### src/rtl/tsf_pkg.sv
package tsf_pkg;
   localparam int SR_W     = 32;
   localparam int BIT_UPD  = 0;
   localparam int BIT_CC0  = 1;
   localparam int N_CC     = 4;
   localparam int BIT_COM  = 5;
   localparam int BIT_TRG  = 6;
   localparam int BIT_BRK  = 7;
   localparam int BIT_BRK2 = 8;
   localparam int BIT_OVR0 = 9;
   localparam int BIT_CMP0 = 16;
   localparam int N_CMP    = 2;
   // bits that hold a flag; the rest read zero
   localparam logic [SR_W-1:0] SR_USED  = 32'h0003_1FFF;
   // writable enable bits
   localparam logic [SR_W-1:0] IER_USED = 32'h0003_00FF;
endpackage

### src/rtl/tsf_flag_cell.sv
module tsf_flag_cell #(
   parameter bit HOLD = 1'b0
) (
   input  logic clk,
   input  logic rst_n,
   input  logic set_i,
   input  logic clr_i,
   input  logic hold_i,
   output logic flag_o
);
   localparam logic HOLD_EN = HOLD;

   logic clr_eff;
   assign clr_eff = clr_i & ~(hold_i & HOLD_EN);

   always_ff @(posedge clk) begin
      if (!rst_n)      flag_o <= 1'b0;
      else if (set_i)  flag_o <= 1'b1;
      else if (clr_eff) flag_o <= 1'b0;
   end

   p_set_wins_r5: assert property (@(posedge clk) disable iff (!rst_n)
      set_i |=> flag_o);
   p_no_spurious_r4: assert property (@(posedge clk) disable iff (!rst_n)
      (!flag_o && !set_i) |=> !flag_o);
   p_clear_r4: assert property (@(posedge clk) disable iff (!rst_n)
      (flag_o && clr_i && !set_i && !hold_i) |=> !flag_o);

   generate
      if (HOLD) begin : g_hold
         p_hold_r7: assert property (@(posedge clk) disable iff (!rst_n)
            (flag_o && hold_i) |=> flag_o);
      end
   endgenerate
endmodule

### src/rtl/tsf_irq_gate.sv
module tsf_irq_gate #(
   parameter int W = 32
) (
   input  logic         clk,
   input  logic         rst_n,
   input  logic [W-1:0] flags_i,
   input  logic [W-1:0] en_i,
   output logic         irq_o
);
   generate
      if (W < 1) begin : g_bad_w
         $error("tsf_irq_gate: W must be at least 1");
      end
   endgenerate

   always_ff @(posedge clk) begin
      if (!rst_n) irq_o <= 1'b0;
      else        irq_o <= |(flags_i & en_i);
   end

   p_irq_rise_r8: assert property (@(posedge clk) disable iff (!rst_n)
      (|(flags_i & en_i)) |=> irq_o);
   p_irq_fall_r8: assert property (@(posedge clk) disable iff (!rst_n)
      !(|(flags_i & en_i)) |=> !irq_o);
endmodule

### src/rtl/tmr_flag_reg.sv
module tmr_flag_reg
   import tsf_pkg::*;
#(
   parameter int          ADDR_W   = 4,
   parameter int unsigned IER_ADDR = 0,
   parameter int unsigned SR_ADDR  = 1,
   parameter bit          BRK_HOLD = 1'b1
) (
   input  logic              clk,
   input  logic              rst_n,
   input  logic [ADDR_W-1:0] bus_addr,
   input  logic              bus_we,
   input  logic [SR_W-1:0]   bus_wdata,
   output logic [SR_W-1:0]   bus_rdata,
   input  logic              ev_update,
   input  logic [N_CC-1:0]   ev_cc,
   input  logic [N_CC-1:0]   cap_mode,
   input  logic [N_CMP-1:0]  ev_cmp,
   input  logic              ev_com,
   input  logic              ev_trig,
   input  logic              brk_in,
   input  logic              brk2_in,
   output logic              irq
);
   localparam int unsigned N_ADDR = 1 << ADDR_W;

   generate
      if (ADDR_W < 1) begin : g_bad_aw
         $error("tmr_flag_reg: ADDR_W must be at least 1");
      end
      if (IER_ADDR == SR_ADDR) begin : g_bad_map
         $error("tmr_flag_reg: register addresses collide");
      end
      if (IER_ADDR >= N_ADDR || SR_ADDR >= N_ADDR) begin : g_bad_range
         $error("tmr_flag_reg: register address out of range");
      end
   endgenerate

   logic [SR_W-1:0] flags, set_vec, hold_vec, ier_q, en_vec;
   logic [1:0]      brk_prev;
   logic            sr_wr, ier_wr;

   assign sr_wr  = bus_we && (bus_addr == ADDR_W'(SR_ADDR));
   assign ier_wr = bus_we && (bus_addr == ADDR_W'(IER_ADDR));

   always_ff @(posedge clk) begin
      if (!rst_n) brk_prev <= 2'b00;
      else        brk_prev <= {brk2_in, brk_in};
   end

   always_comb begin
      set_vec = '0;
      set_vec[BIT_UPD] = ev_update;
      for (int i = 0; i < N_CC; i++) begin
         set_vec[BIT_CC0+i]  = ev_cc[i];
         set_vec[BIT_OVR0+i] = ev_cc[i] & cap_mode[i] & flags[BIT_CC0+i];
      end
      set_vec[BIT_COM]  = ev_com;
      set_vec[BIT_TRG]  = ev_trig;
      set_vec[BIT_BRK]  = brk_in  & ~brk_prev[0];
      set_vec[BIT_BRK2] = brk2_in & ~brk_prev[1];
      for (int j = 0; j < N_CMP; j++) set_vec[BIT_CMP0+j] = ev_cmp[j];
   end

   always_comb begin
      hold_vec = '0;
      hold_vec[BIT_BRK]  = brk_in;
      hold_vec[BIT_BRK2] = brk2_in;
   end

   generate
      for (genvar b = 0; b < SR_W; b++) begin : g_bit
         if (SR_USED[b]) begin : g_flag
            tsf_flag_cell #(
               .HOLD(BRK_HOLD && (b == BIT_BRK || b == BIT_BRK2))
            ) u_cell (
               .clk   (clk),
               .rst_n (rst_n),
               .set_i (set_vec[b]),
               .clr_i (sr_wr & ~bus_wdata[b]),
               .hold_i(hold_vec[b]),
               .flag_o(flags[b])
            );
         end else begin : g_rsvd
            assign flags[b] = 1'b0;
         end
      end
   endgenerate

   logic unused_bits;
   assign unused_bits = ^{set_vec & ~SR_USED, hold_vec & ~SR_USED};

   always_ff @(posedge clk) begin
      if (!rst_n)      ier_q <= '0;
      else if (ier_wr) ier_q <= bus_wdata & IER_USED;
   end

   always_comb begin
      en_vec = '0;
      en_vec[BIT_TRG:BIT_UPD] = ier_q[BIT_TRG:BIT_UPD];
      en_vec[BIT_BRK]  = ier_q[BIT_BRK];
      en_vec[BIT_BRK2] = ier_q[BIT_BRK];
      for (int j = 0; j < N_CMP; j++) en_vec[BIT_CMP0+j] = ier_q[BIT_CMP0+j];
   end

   always_comb begin
      if (bus_addr == ADDR_W'(SR_ADDR))       bus_rdata = flags;
      else if (bus_addr == ADDR_W'(IER_ADDR)) bus_rdata = ier_q;
      else                                    bus_rdata = '0;
   end

   tsf_irq_gate #(.W(SR_W)) u_irq (
      .clk    (clk),
      .rst_n  (rst_n),
      .flags_i(flags),
      .en_i   (en_vec),
      .irq_o  (irq)
   );

   p_rsvd_r2: assert property (@(posedge clk) disable iff (!rst_n)
      (bus_addr == ADDR_W'(SR_ADDR)) |-> ((bus_rdata & ~SR_USED) == '0));
   p_ier_rsvd_r2: assert property (@(posedge clk) disable iff (!rst_n)
      (bus_addr == ADDR_W'(IER_ADDR)) |-> ((bus_rdata & ~IER_USED) == '0));

   generate
      for (genvar c = 0; c < N_CC; c++) begin : g_ovr_chk
         p_ovr_cause_r6: assert property (@(posedge clk) disable iff (!rst_n)
            $rose(flags[BIT_OVR0+c]) |->
               $past(ev_cc[c] && cap_mode[c] && flags[BIT_CC0+c]));
      end
   endgenerate
endmodule

### config.mk
export PLATFORM = sky130hd
export DESIGN_NAME = tmr_flag_reg
export DESIGN_NICKNAME = d
export VERILOG_FILES = /design/src/rtl/tsf_pkg.sv /design/src/rtl/tsf_flag_cell.sv /design/src/rtl/tsf_irq_gate.sv /design/src/rtl/tmr_flag_reg.sv
export SDC_FILE = /design/constraint.sdc
export NUM_CORES = 1
export LEC_CHECK = 0
export ABC_AREA = 1
export BUFFER_PORTS_ARGS = -buffer_cell sky130_fd_sc_hd__buf_2
export CORE_MARGIN = 2
export CORE_UTILIZATION = 41
export DETAILED_ROUTE_END_ITERATION = 8
export PLACE_DENSITY = 0.85
export SLEW_MARGIN = 40
export SYNTH_ARGS = -nofsm -noshare
export SYNTH_HDL_FRONTEND = slang
export SYNTH_SLANG_ARGS = --single-unit
### constraint.sdc
create_clock -name clk -period 1 [get_ports clk]
set_clock_uncertainty 0.05 [all_clocks]
set_input_delay 0 -clock clk [delete_from_list [all_inputs] [get_ports clk]]
set_output_delay 0 -clock clk [all_outputs]
set_load 0.03 [all_outputs]
==> impl_metrics.py <==
metrics = {
    "status": {
        "outcome": "finished with violations",
        "violations": "setup timing",
    },
    "power": {
        "peakVddDrop_mv": 0.7924,
        "power_density_nw_per_um2": 987.1,
        "power.static_leakage_nw": 1.244,
    },
    "cts": {
        "htree_levels": 1,
        "root_buffer": "clkbuf_8",
        "tritoncts": "yes",
        "clk_latency_ns": 0.27,
        "cts_buffers": 3,
        "clkTransAtPathRegs_ns": 0.09,
        "cts_buffer_depth": 2,
        "numClockSinks": 28,
    },
    "detailed_routing": {
        "finalWirelength_mm": 4.154,
        "drt_first_pass_iters": 4,
        "vias": 1718,
        "drc": 0,
        "drt_iter0_markers": 54,
        "routedWlPerCell_um": 10.93,
        "ant_nets": 0,
        "vias_per_cell": 4.521,
    },
    "setup_path": {
        "arrival_ns": 0.99,
        "worstSetupStartpointType": "register",
        "cp-end-kind": "output pin",
        "critPathMaxFanout": 2,
        "crit_chain": "inv_2 > o22ai_4 > buf_6",
        "crit_type": "reg2out",
        "crit_slowest_cell": "dfxtp_2",
        "required_ns": 0.95,
        "crit_path_max_incr_delay_ns": 0.36,
    },
    "placed_design": {
        "portBuffers": 52,
        "dp.cells": 348,
        "dp_hpwl_mm": 2.657,
        "gp_congestion": 0.7740,
    },
    "timing": {
        "period_needed_ns": 1.043,
        "holdWs_ns": 0.03917,
        "setup_violations": 2,
        "maxSlewViolCount": 0,
        "rsz0062_at_grt": "true",
        "timing_hold_violations_final": 0,
        "finalCritPeriodShare": 1.043,
        "fmax_mhz": 959.1,
        "finalWorstSetupSlack_ns": -0.04264,
    },
    "layout": {
        "diodes": 0,
        "area_growth_pct": 53.85,
        "drive_above_1_share": 0.3855,
        "layout.nets": 388,
        "fin_cells": 380,
        "fillCellCount": 301,
    },
    "die": {
        "die_w_um": 65.67,
        "coreArea_sq_um": 3661,
        "start_util": 0.4258,
        "fp-row-count": 22,
        "die_h_um": 65.67,
        "ioPinCount": 87,
        "dieArea_sq_um": 4312,
    },
    "yosys": {
        "yosysSeqAreaShare": 0.3596,
        "syn_inst": 246,
        "netlist_area_sq_um": 1559,
        "synth.avg_cell_area_sq_um": 6.337,
        "synth-seq-cells": 28,
        "synth_cell_types": 18,
        "ys.warnings.count": 0,
    },
    "hold_path": {
        "min_path_type": "in2reg",
    },
    "global_route": {
        "grt_pass1_wl_mm": 6.548,
        "grt_max_degree": 21,
        "antenna_found_initial": 0,
        "grt_util_all_layers": 0.1915,
        "grt_pass1_vias": 1555,
        "grt_overflow": 0,
    },
    "run": {
        "cap_violations": 0,
    },
}
flip-flops by register name (all words and copies together), names as in the netlist:
signal and cells:
brk_prev 2, g_bit.g_flag.u_cell.flag_o 15, ier_q 10, u_irq.irq_o 1
path summary, 6_finish.rpt:
| path | start | end | slack, ns | cells after the start |
|---|---|---|---|---|
| min reg2reg | g_bit[10].g_flag.u_cell.flag_o$_SDFFE_PN0P_ | g_bit[10].g_flag.u_cell.flag_o$_SDFFE_PN0P_ | 0.41 | 2 |
| max | ier_q[7]$_SDFFE_PN0P_ | bus_rdata[7] | -0.04 | 3 |
| min | bus_wdata[11] | g_bit[11].g_flag.u_cell.flag_o$_SDFFE_PN0P_ | 0.04 | 5 |
| max reg2reg | ier_q[7]$_SDFFE_PN0P_ | u_irq.irq_o$_SDFF_PN0_ | 0 | 7 |
stage by stage:
step | setup slack, ns | instance area, sq um | util | setup TNS (ns) | power, mW
2_1_floorplan | -0.09248 | 1619 | - | -0.3699 | 1.536
3_3_place_gp | 0.05204 | 1873 | 0.5116 | 0 | 1.642
3_5_place_dp | 0.03807 | 1873 | 0.5116 | 0 | 1.651
4_1_cts | -0.03533 | 2311 | 0.6312 | -0.05858 | 2.362
5_1_grt | -0.09509 | 2399 | 0.6552 | -0.3972 | 2.486
6_report | -0.04264 | 2399 | 0.6552 | -0.04588 | 2.368
critical path: cells and delay by family (launching register included):
| family | cells | cell delay (ns) |
|---|---|---|
| AOI/OAI and AO/OA | 1 | 0.16 |
| buffers and inverters | 2 | 0.21 |
| DFF | 1 | 0.36 |
logic make-up (layout without fill, tap and decap cells):
kind of cell           after synthesis  in the layout  synth area share
flip-flops                          28             28            0.3596
AND/OR/NAND/NOR                    117            117            0.3267
AO/OA/AOI/OAI                       27             27           0.08748
other                                1             17          0.002405
buffers and inverters               73            143            0.2239
timing repair:
item	CTS	global route
endpoints found under the hold margin	27	0
pin swaps	10	8
setup endpoints to repair	12	16
gates resized for setup	54	35
hold buffers	27	0
setup buffers	3	1
cell usage after synthesis:
library cell / number / area (sq um)
conb_1: 1 / 3.750
buf_2: 8 / 40.04
inv_1: 46 / 172.7
nor2_4: 1 / 11.26
clkbuf_2: 1 / 5.000
nand3_1: 14 / 70.07
o21ai_0: 11 / 55.05
nand3b_1: 1 / 7.510
clkbuf_1: 1 / 3.750
dfxtp_1: 28 / 560.5
nand2_1: 55 / 206.5
a21oi_1: 15 / 75.07
nor2_2: 1 / 6.260
nand4_1: 13 / 81.33
o22ai_1: 1 / 6.260
nand3_2: 1 / 10.01
nor2_1: 31 / 116.4
buf_4: 17 / 127.6
routing by layer:
| metal | up-vias | GRT usage | part of all wire |
|---|---|---|---|
| met3 | 4 | 0.04110 | 0.050 |
| met4 | 0 | 0.03385 | 0.011 |
| met1 | 772 | 0.2237 | 0.42 |
| li1 | 893 | - | - |
| met2 | 49 | 0.3573 | 0.51 |
| met5 | - | 0 | 0 |
cell usage in the layout, fill, tap and decap left out:
cell type      count
nand2_1           53
dfxtp_2           24
a21oi_1           15
buf_6             11
o22ai_4            1
nor2_2             2
nor2_4             1
buf_12             1
nand3b_1           1
buf_2             37
o21ai_2            9
clkbuf_8           3
dlygate4sd3_1     27
nand2_2            2
dfxtp_1            4
conb_1            17
nand3_2            8
nand4_1           13
buf_4             18
nand3_1            7
inv_1             35
o21ai_0            2
inv_2             11
nor2_1            30
report_power, final:
group	switching, mW	internal, mW
Clock	0.334	0.270
Combinational	0.312	0.233
Sequential	0.0394	1.18
area by class of cell:
| class | instances | area (sq um) | area share |
|---|---|---|---|
| multi-input cells | 161 | 799.5 | 0.3333 |
| repair buffers | 94 | 734.5 | 0.3062 |
| flip-flops and latches | 28 | 590.6 | 0.2462 |
| inverters | 46 | 172.7 | 0.07199 |
| well taps | 48 | 60.06 | 0.02504 |
| clock buffers | 3 | 41.29 | 0.01721 |
No activity file was read; power rests on OpenSTA's default activity.
